File: src/rtl/rmcmd_pkg.sv
package rmcmd_pkg;

   localparam logic [7:0] CH_CR = 8'h0D;
   localparam logic [7:0] CH_LF = 8'h0A;

   typedef enum logic [3:0] {
      P_IDLE, P_M, P_OP,
      P_SID0, P_SID1, P_SHI, P_SLO,
      P_VDIG, P_VEND, P_REND,
      P_DA0, P_DA1, P_DEND,
      P_CSEL, P_CTEND, P_CFEND
   } pstate_t;

   function automatic logic is_term(input logic [7:0] c);
      return (c == CH_CR) || (c == CH_LF);
   endfunction

endpackage

File: src/rtl/rmcmd_hexdec.sv
module rmcmd_hexdec #(
   parameter bit LOWER_OK = 1'b1
) (
   input  logic [7:0] ch,
   output logic       is_hex,
   output logic [3:0] nib
);
   logic digit, upper, lower;

   always_comb begin
      digit = (ch >= 8'h30) && (ch <= 8'h39);
      upper = (ch >= 8'h41) && (ch <= 8'h46);
   end

   generate
      if (LOWER_OK) begin : g_fold
         always_comb lower = (ch >= 8'h61) && (ch <= 8'h66);
      end else begin : g_strict
         always_comb lower = 1'b0;
      end
   endgenerate

   always_comb begin
      is_hex = digit | upper | lower;
      nib    = ch[3:0] + ((upper | lower) ? 4'd9 : 4'd0);
   end
endmodule

File: src/rtl/rmcmd_nibble_acc.sv
module rmcmd_nibble_acc #(
   parameter int ACC_W = 8
) (
   input  logic             clk,
   input  logic             rst_n,
   input  logic             shift,
   input  logic [3:0]       nib,
   output logic [ACC_W-1:0] acc
);
   generate
      if (ACC_W < 8 || (ACC_W % 4) != 0) begin : g_bad_width
         $error("rmcmd_nibble_acc: ACC_W must be a multiple of 4, at least 8");
      end
   endgenerate

   always_ff @(posedge clk or negedge rst_n) begin
      if (!rst_n)     acc <= '0;
      else if (shift) acc <= {acc[ACC_W-5:0], nib};
   end
endmodule

File: src/rtl/rmcmd_parser.sv
module rmcmd_parser
   import rmcmd_pkg::*;
#(
   parameter int         VERB_W       = 4,
   parameter bit         LOWER_OK     = 1'b1,
   parameter logic [7:0] DFLT_ID_INIT = 8'h01
) (
   input  logic              clk,
   input  logic              rst_n,
   input  logic [7:0]        rx_data,
   input  logic              rx_valid,
   output logic              stat_req,
   output logic              tick_req,
   output logic              freq_req,
   output logic              verb_set,
   output logic [VERB_W-1:0] verb_level,
   output logic              dflt_get,
   output logic              dflt_set,
   output logic [7:0]        dflt_id,
   output logic              tx_start,
   output logic [7:0]        tx_dest,
   output logic              tx_valid,
   output logic [7:0]        tx_data,
   output logic              tx_end,
   output logic              err
);
   localparam int ACC_W = 8;

   generate
      if (VERB_W < 1 || VERB_W > 4) begin : g_bad_verb
         $error("rmcmd_parser: VERB_W must lie in 1..4");
      end
   endgenerate

   pstate_t          st, nxt;
   logic             hex_ok, term, shift;
   logic [3:0]       nib;
   logic [ACC_W-1:0] acc;
   logic [7:0]       pair;
   logic n_stat, n_tick, n_freq, n_verb, n_dget, n_dset;
   logic n_start, n_valid, n_end, n_err;

   rmcmd_hexdec #(.LOWER_OK(LOWER_OK)) u_hex (
      .ch(rx_data), .is_hex(hex_ok), .nib(nib)
   );

   rmcmd_nibble_acc #(.ACC_W(ACC_W)) u_acc (
      .clk(clk), .rst_n(rst_n), .shift(shift), .nib(nib), .acc(acc)
   );

   always_comb begin
      term    = is_term(rx_data);
      pair    = {acc[3:0], nib};
      nxt     = st;
      shift   = 1'b0;
      n_stat  = 1'b0; n_tick  = 1'b0; n_freq  = 1'b0; n_verb = 1'b0;
      n_dget  = 1'b0; n_dset  = 1'b0; n_start = 1'b0;
      n_valid = 1'b0; n_end   = 1'b0; n_err   = 1'b0;
      if (rx_valid) begin
         case (st)
            P_IDLE: if (rx_data == "r") nxt = P_M;
            P_M:    if (rx_data == "m") nxt = P_OP; else n_err = 1'b1;
            P_OP:
               case (rx_data)
                  "s":     nxt = P_SID0;
                  "v":     nxt = P_VDIG;
                  "r":     nxt = P_REND;
                  "d":     nxt = P_DA0;
                  "c":     nxt = P_CSEL;
                  default: n_err = 1'b1;
               endcase
            P_SID0:
               if (hex_ok) begin shift = 1'b1; nxt = P_SID1; end
               else n_err = 1'b1;
            P_SID1:
               if (hex_ok) begin shift = 1'b1; n_start = 1'b1; nxt = P_SHI; end
               else n_err = 1'b1;
            P_SHI:
               if (hex_ok) begin shift = 1'b1; nxt = P_SLO; end
               else if (term) begin n_end = 1'b1; nxt = P_IDLE; end
               else begin n_err = 1'b1; n_end = 1'b1; end
            P_SLO:
               if (hex_ok) begin shift = 1'b1; n_valid = 1'b1; nxt = P_SHI; end
               else begin n_err = 1'b1; n_end = 1'b1; end
            P_VDIG:
               if (hex_ok) begin shift = 1'b1; nxt = P_VEND; end
               else n_err = 1'b1;
            P_VEND: if (term) begin n_verb = 1'b1; nxt = P_IDLE; end else n_err = 1'b1;
            P_REND: if (term) begin n_stat = 1'b1; nxt = P_IDLE; end else n_err = 1'b1;
            P_DA0:
               if (term) begin n_dget = 1'b1; nxt = P_IDLE; end
               else if (hex_ok) begin shift = 1'b1; nxt = P_DA1; end
               else n_err = 1'b1;
            P_DA1:
               if (hex_ok) begin shift = 1'b1; nxt = P_DEND; end
               else n_err = 1'b1;
            P_DEND: if (term) begin n_dset = 1'b1; nxt = P_IDLE; end else n_err = 1'b1;
            P_CSEL:
               if (rx_data == "t")      nxt = P_CTEND;
               else if (rx_data == "f") nxt = P_CFEND;
               else                     n_err = 1'b1;
            P_CTEND: if (term) begin n_tick = 1'b1; nxt = P_IDLE; end else n_err = 1'b1;
            P_CFEND: if (term) begin n_freq = 1'b1; nxt = P_IDLE; end else n_err = 1'b1;
            default: nxt = P_IDLE;
         endcase
         if (n_err) nxt = P_IDLE;
      end
   end

   always_ff @(posedge clk or negedge rst_n) begin
      if (!rst_n) begin
         st         <= P_IDLE;
         stat_req   <= 1'b0; tick_req <= 1'b0; freq_req <= 1'b0;
         verb_set   <= 1'b0; dflt_get <= 1'b0; dflt_set <= 1'b0;
         tx_start   <= 1'b0; tx_valid <= 1'b0; tx_end   <= 1'b0; err <= 1'b0;
         verb_level <= '0;
         dflt_id    <= DFLT_ID_INIT;
         tx_dest    <= '0;
         tx_data    <= '0;
      end else begin
         st       <= nxt;
         stat_req <= n_stat; tick_req <= n_tick; freq_req <= n_freq;
         verb_set <= n_verb; dflt_get <= n_dget; dflt_set <= n_dset;
         tx_start <= n_start; tx_valid <= n_valid; tx_end <= n_end; err <= n_err;
         if (n_verb)  verb_level <= acc[VERB_W-1:0];
         if (n_dset)  dflt_id    <= acc;
         if (n_start) tx_dest    <= pair;
         if (n_valid) tx_data    <= pair;
      end
   end

   // strobes are mutually exclusive
   assert_one_action_R12: assert property (@(posedge clk) disable iff (!rst_n)
      $onehot0({stat_req, tick_req, freq_req, verb_set, dflt_get, dflt_set,
                tx_start, tx_valid, err}));

   // default ID moves only together with its update strobe
   assert_dflt_only_on_set_R5: assert property (@(posedge clk) disable iff (!rst_n)
      (dflt_id != $past(dflt_id)) |-> dflt_set);

   // verbose level moves only together with its update strobe
   assert_verb_only_on_set_R4: assert property (@(posedge clk) disable iff (!rst_n)
      (verb_level != $past(verb_level)) |-> verb_set);

   // every strobe is caused by an accepted byte
   assert_strobe_needs_byte_R10: assert property (@(posedge clk) disable iff (!rst_n)
      (stat_req || tick_req || freq_req || verb_set || dflt_get || dflt_set ||
       tx_start || tx_valid || tx_end || err) |-> $past(rx_valid));

   // a payload byte needs two digits after the stream opens
   assert_no_byte_after_start_R7: assert property (@(posedge clk) disable iff (!rst_n)
      tx_start |=> !tx_valid);
endmodule

File: config.mk
export PLATFORM = sky130hd
export DESIGN_NAME = rmcmd_parser
export DESIGN_NICKNAME = d
export VERILOG_FILES = /design/src/rtl/rmcmd_pkg.sv /design/src/rtl/rmcmd_hexdec.sv /design/src/rtl/rmcmd_nibble_acc.sv /design/src/rtl/rmcmd_parser.sv
export SDC_FILE = /design/constraint.sdc
export NUM_CORES = 1
export LEC_CHECK = 0
export BUFFER_PORTS_ARGS = -buffer_cell sky130_fd_sc_hd__buf_2
export CORE_AREA = 5 5 88 90
export CTS_BUF_LIST = sky130_fd_sc_hd__clkbuf_4
export DETAILED_ROUTE_END_ITERATION = 8
export DIE_AREA = 0 0 93 95
export SETUP_SLACK_MARGIN = 0.1
export SLEW_MARGIN = 20
export SYNTH_ARGS = -nofsm -noshare
export SYNTH_HDL_FRONTEND = slang
export SYNTH_SLANG_ARGS = --single-unit
export TNS_END_PERCENT = 10
File: constraint.sdc
create_clock -name clk -period 2.3 [get_ports clk]
set_input_delay 0.46 -clock clk [delete_from_list [all_inputs] [get_ports clk]]
set_output_delay 0.46 -clock clk [all_outputs]
set_load 0.005 [all_outputs]
-- Word-level counts from Yosys, hierarchy flattened
Index checks and enable logic that the tools add are counted.
- register bits after elaboration: 50
- output and inout port bits: 38
- logic and storage cells: 122
- add/subtract/negate cells: 1
- magnitude comparators: 6
- eq/ne operators: 34
- muxes and demuxes: 50
- bitwise gates (word level): 3
- reductions and logical operators: 12
- operators by type and width (kind ; count):
    $eq A8 B7 Y1 const B ; 8
    $mux W4 ; 14
    $pmux W4 S11 ; 1
    $eq A4 B4 Y1 const B ; 8
    $mux W1 ; 32
    $pmux W4 S5 ; 1
    $eq A4 B3 Y1 const B ; 4
    $eq A8 B4 Y1 const B ; 2
    $ge A8 B7 Y1 const B ; 2
    $le A8 B7 Y1 const B ; 2
    $ne A3 B3 Y1 const B ; 5
    $reduce_or A5 Y1 ; 3
    $reduce_and A10 Y1 ; 1
    $eq A4 B2 Y1 const B ; 2
    $ge A8 B6 Y1 const B ; 1
    $le A8 B6 Y1 const B ; 1
    $ne A4 B4 Y1 const B ; 2
    $ne A7 B7 Y1 const B ; 1
    $pmux W1 S7 ; 1
    $reduce_or A6 Y1 ; 1
    $add A4 B4 Y4 ; 1
    $eq A4 B1 Y1 const B ; 1
    $logic_not A4 Y1 ; 1
    $reduce_or A2 Y1 ; 2
    other kinds (5) ; 9

-- Logic depth before layout (Yosys ltp)
- depth in word-level cells: 10
- depth in mapped cells: 8

-- Modules after synthesis
A second synthesis with hierarchy kept.
- cells, all modules: 226
- area, all modules: 2528.7 um^2
- by module, submodules not included (module ; instances ; cells each ; area each (um^2)):
    rmcmd_parser ; 1 ; 193 ; 2049.5
    rmcmd_nibble_acc ; 1 ; 17 ; 331.6
    rmcmd_hexdec ; 1 ; 16 ; 147.6

-- Worst setup path after synthesis
Ideal clock, no wire load.
- path kind: input-to-reg
- start point: input port rx_data[3]
- end point: register u_acc.acc[3]
- library setup time: 0.125 ns
- arrival: 2.221 ns
- required time: 2.175 ns
- slack: -0.046 ns
- cell stages on the path: 8
- path buffers: 1
- cell sequence: buf_6 -> or4b_4 -> nor3_1 -> ha_1 -> nand3_1 -> xor2_1 -> xnor2_1 -> mux2_2
- word-level cells in the longest chain between the ends: 8
- ends and longest elaborated chain (what ; line ; RTL):
    start, declared ; rmcmd_parser.sv:10 ; input logic [7:0] rx_data,
    $ge A8 B6 Y1 (tied with other cells) ; rmcmd_hexdec.sv:11 ; digit = (ch >= 8'h30) && (ch <= 8'h39);
    $logic_and A1 B1 Y1, on equally long branches ; rmcmd_hexdec.sv:11, rmcmd_hexdec.sv:12 ;
    $or A1 B1 Y1 (2 in series) ; rmcmd_hexdec.sv:24 ; is_hex = digit | upper | lower;
    $mux W1 ; n/a ;
    $mux W1 ; rmcmd_parser.sv:91 ; if (term) begin n_dget = 1'b1; nxt = P_IDLE; end
    $pmux W1 S2 ; rmcmd_parser.sv:60 ; case (st)
    $mux W1 ; rmcmd_parser.sv:59 ; if (rx_valid) begin
    end signal, assigned ; rmcmd_nibble_acc.sv:18 ; else if (shift) acc <= {acc[ACC_W-5:0], nib};
    end, declared ; rmcmd_nibble_acc.sv:8 ; output logic [ACC_W-1:0] acc
Several ways; a longest one is shown, not always the timed one.
A chain may end at the register's enable or synchronous reset.

-- Worst setup path after layout
- start point: input port rx_data[7]
- end point: register st[2]
- word-level cells in the longest chain between the ends: 10
- ends and longest elaborated chain (what ; line ; RTL):
    $ge A8 B6 Y1 (tied with other cells) ; rmcmd_hexdec.sv:11 ;
    $logic_and A1 B1 Y1, on equally long branches ; rmcmd_hexdec.sv:11, rmcmd_hexdec.sv:12 ;
    $or A1 B1 Y1 (2 in series) ; rmcmd_hexdec.sv:24 ;
    $mux W1 ; n/a ;
    $mux W1 ; rmcmd_parser.sv:91 ;
    $pmux W1 S7 ; rmcmd_parser.sv:60 ;
    $mux W1 ; rmcmd_parser.sv:59 ;
    $ne A7 B7 Y1 (no source line) (tied with other cells) ; n/a ;
    $reduce_and A10 Y1 (no source line) ; n/a ;
    end signal, assigned ; rmcmd_parser.sv:121 ; st <= nxt;
    end, declared ; rmcmd_parser.sv:35 ; pstate_t st, nxt;
Several ways; a longest one is shown, not always the timed one. The select of a mux whose other input is x is not followed.

==> metrics.md <==
| Metric | Value |
|---|---|
| FFs w/ async S/R, synth | 100% |
| Post-Syn Area | 2590 sq um |
| Fraction of the mapped netlist area in adder cells | 0.966% |
| Yosys cell types | 61 |
| Post-Synth Simple-Gate Area | 16.7% |
| Die height | 95 um |
| Synth top area cells | dfrtp_1 47%, mux2_2 16%, clkbuf_8 3.2%, nor3_1 1.7%, a21oi_1 1.4% |
| Cells after Synth | 210 |
| Pwr Total | 1.95 mW |
| Clk_lat worst skew | 360 ps |
| Worst path arrival time | 2300 ps |
| Final worst path period share | 88.2% |
| DR WL met3 | 302 um |
| Vias per inst | 5.23 |
| Core area | 6980 sq um |
| Worst-margin pin slew | 571 ps |
| CTS sink count | 50 |
| Avg WL per Cell | 16.0 um |
| Post_cts resized | 0 |
| Final setup viols | 0 |
| PortBufs | 48 |
| Multiplexer share of the synthesized area | 16.0% |
| CP endpoint kind | flip-flop |
| Initial Utilization | 37.1% |
| Worst Skew | 9.76 ps |
| Layout area overhead | 20.3% |
| Pin count of the biggest net entering global routing | 28 |
| Commonest cells in the netlist | 49 x dfrtp_1, 36 x mux2_2, 9 x nor3_1 |
| CTS H-tree lvls | 2 |
| Critical path class | in -> reg |
| Achievable frequency | 0.493 GHz |
| Most frequent cell after synthesis | dfrtp_1 |
| P per Cell Area | 624 nW/um^2 |
| Fillers | 685 |
| Complex-gate fraction of the synthesized area | 11.2% |
| CTS buffer count | 5 |
| Pre-antenna DRT Iters | 4 |
| Post-route ant nets | 0 |
| Synth Warn # | 0 |
| Met2 WL | 2790 um |
| WP data required | 2570 ps |
| Wl on met1 | 2650 um |
| Setup WS pre-CTS | -105 ps |
| CTS tree | done |
| Fin. Hold Viols | 0 |
| Number of max-cap violations | 0 |
| Initial antenna violation count | 0 |
| Slowest CP cell | or4b_4 |
| # DRC | 0 |
| Global-route wire length before repair | 10100 um |
| Full die area | 8840 sq um |
| Worst hold path class | in -> async |
| Remaining global-route overflow | 0 |
| Max Buffers Root-to-Sink | 2 |
| Share of layout cells above drive strength 1 | 51.6% |
| Worst slew margin | 61.9% |
| CTS clk-pin slew, worst paths | 150 ps |
| Layout net count | 293 |
| Setup ws final | 271 ps |
| Ys flop type | dfrtp_1 |
| #FFs+latches synth | 50 |
| Net count after synthesis | 223 |
| Routed WL | 5810 um |
| Final min period | 2030 ps |
| Unrepaired setup endpoints after global routing | no |
| Die X | 93 um |
| CP bufs+invs | 2 |
| Status | finished, final reports clean |
| Worst path cell trace | buf_2 -> or4b_4 -> a211o_2 -> buf_4 -> o221ai_2 -> or4_1 -> nand4_1 -> a221oi_1 |
| Diodes inserted | 0 |
| DP Wirelength | 4390 um |
| Register area share after synthesis | 48.4% |
| Max Used Layer | met4 |
| Cts hold-fix bufs | 0 |
| Startpoint types | input port |
| First DRT Iteration DRCs | 128 |
| Post-CTS setup buffers | 0 |
| CTS root buf | clkbuf_4 |
| Mean Syn Cell Area | 12.3 sq um |
| Largest area contributor in the netlist | dfrtp_1 |
| Largest family of logic cells by synthesized area | simple AND/OR/NAND/NOR gates |
| CP max FO | 5 |
| RD Place Congestion | 0.896 |
| Delay-heaviest family, CP | simple AND/OR/NAND/NOR gates |
| Fin. max-slew vios | 0 |
| DR vias | 1897 |
| Pleak | 1.57 nW |
| Total GRT Usage | 14.3% |
| Post-synth EDFFs | 0 |
| Synth Area in XOR/XNOR | 1.35% |
| Crit path largest cell delay | 560 ps |
| Vias in the first global route | 1993 |
| Synth top area share | 47.3% |
| Row cnt | 31 |
| # IOs | 49 |
| Worst vdd ir | 0.331 mV |
[worst register-to-register path: stages, from the launching register on]
cell	delay (ps)
dfrtp_1	600
and2b_2	260
nand3_1	160
a21oi_1	300
a21oi_1	140
o211ai_1	160
buf_4	150
and2_1	120
[cells in the final DEF (no fill, tap or decap), drive strengths merged, types with 2 or more instances in the layout]
| cell | n |
|---|---|
| inv | 6 |
| nor2 | 8 |
| nand2 | 10 |
| and2b | 2 |
| or3b | 2 |
| o22ai | 3 |
| clkbuf | 6 |
| nand3b | 3 |
| nor4 | 3 |
| ha | 2 |
| buf | 73 |
| xor2 | 2 |
| nand3 | 7 |
| o21a | 2 |
| xnor2 | 2 |
| nor3 | 11 |
| nand2b | 3 |
| mux2 | 36 |
| clkinvlp | 2 |
| nand4 | 2 |
| a21oi | 8 |
| o211ai | 2 |
| nor2b | 4 |
| or4b | 2 |
| a211oi | 4 |
| dfrtp | 49 |
| o21ai | 4 |
[sequential cells by signal, indices dropped and copies added (netlist names)]
name        count
dflt_id         8
tx_data         8
tx_dest         8
u_acc.acc       8
st              4
verb_level      4
dflt_get        1
dflt_set        1
err             1
freq_req        1
stat_req        1
tick_req        1
tx_end          1
tx_start        1
tx_valid        1
verb_set        1
[report_power, final]
group / internal, mW / total, mW / switching [mW] / leakage [nW]
sequential: 0.950 / 1.04 / 0.0923 / 0.690
combinational: 0.235 / 0.492 / 0.258 / 0.855
clock: 0.132 / 0.410 / 0.279 / 0.0279
[per-stage QoR]
step / TNS (ps) / util (%) / area (sq um) / hold slack [ps] / cells
5_1_grt: 0 / 44.6 / 3120 / 98.8 / 363
4_1_cts: 0 / 44.6 / 3120 / 78.4 / 363
2_1_floorplan: 0 / - / 2630 / 164 / 210
3_3_place_gp: -1390 / 43.8 / 3060 / 484 / 355
6_report: 0 / 44.6 / 3120 / 75.8 / 363
3_5_place_dp: -2130 / 43.8 / 3060 / 488 / 355
[path summary, 6_finish.rpt]
kind                       depth (start not counted)  slack (ps)        from           end
min in group clk                                   3         460    rx_valid         st[3]
max reg2reg                                        7         360       st[3]           err
max in group asynchronous                          2        1620       rst_n    dflt_id[0]
min reg2reg                                        1         520  dflt_id[5]    dflt_id[5]
min                                                1          80       rst_n  u_acc.acc[4]
max                                                8         270  rx_data[7]         st[2]
[cells by family after synthesis]
| group | after synthesis |
|---|---|
| AOI/OAI and AO/OA | 36 |
| xor gates and xnor gates | 4 |
| adders and majority gates | 2 |
| buffers and inverters | 16 |
| DFF | 50 |
| muxes | 37 |
| and+or+nand+nor | 65 |
[final cells by class]
cell class / instances / area [sq um] / area share, %
Inverter: 6 / 22.5 / 0.723
Clock inverter: 2 / 15.0 / 0.482
Multi-Input combinational cell: 144 / 1240 / 39.7
Timing Repair Buffer: 73 / 440 / 14.1
Tap cell: 82 / 103 / 3.29
Sequential cell: 50 / 1250 / 40.2
Clock buffer: 6 / 45.0 / 1.45
[metal layers]
layer / global-route usage, % / up-vias
li1: - / 917
met3: 3.98 / 7
met1: 19.3 / 927
met5: 0 / -
met2: 23.1 / 46
met4: 3.17 / 0
No activity file was read; power rests on OpenSTA's default activity.
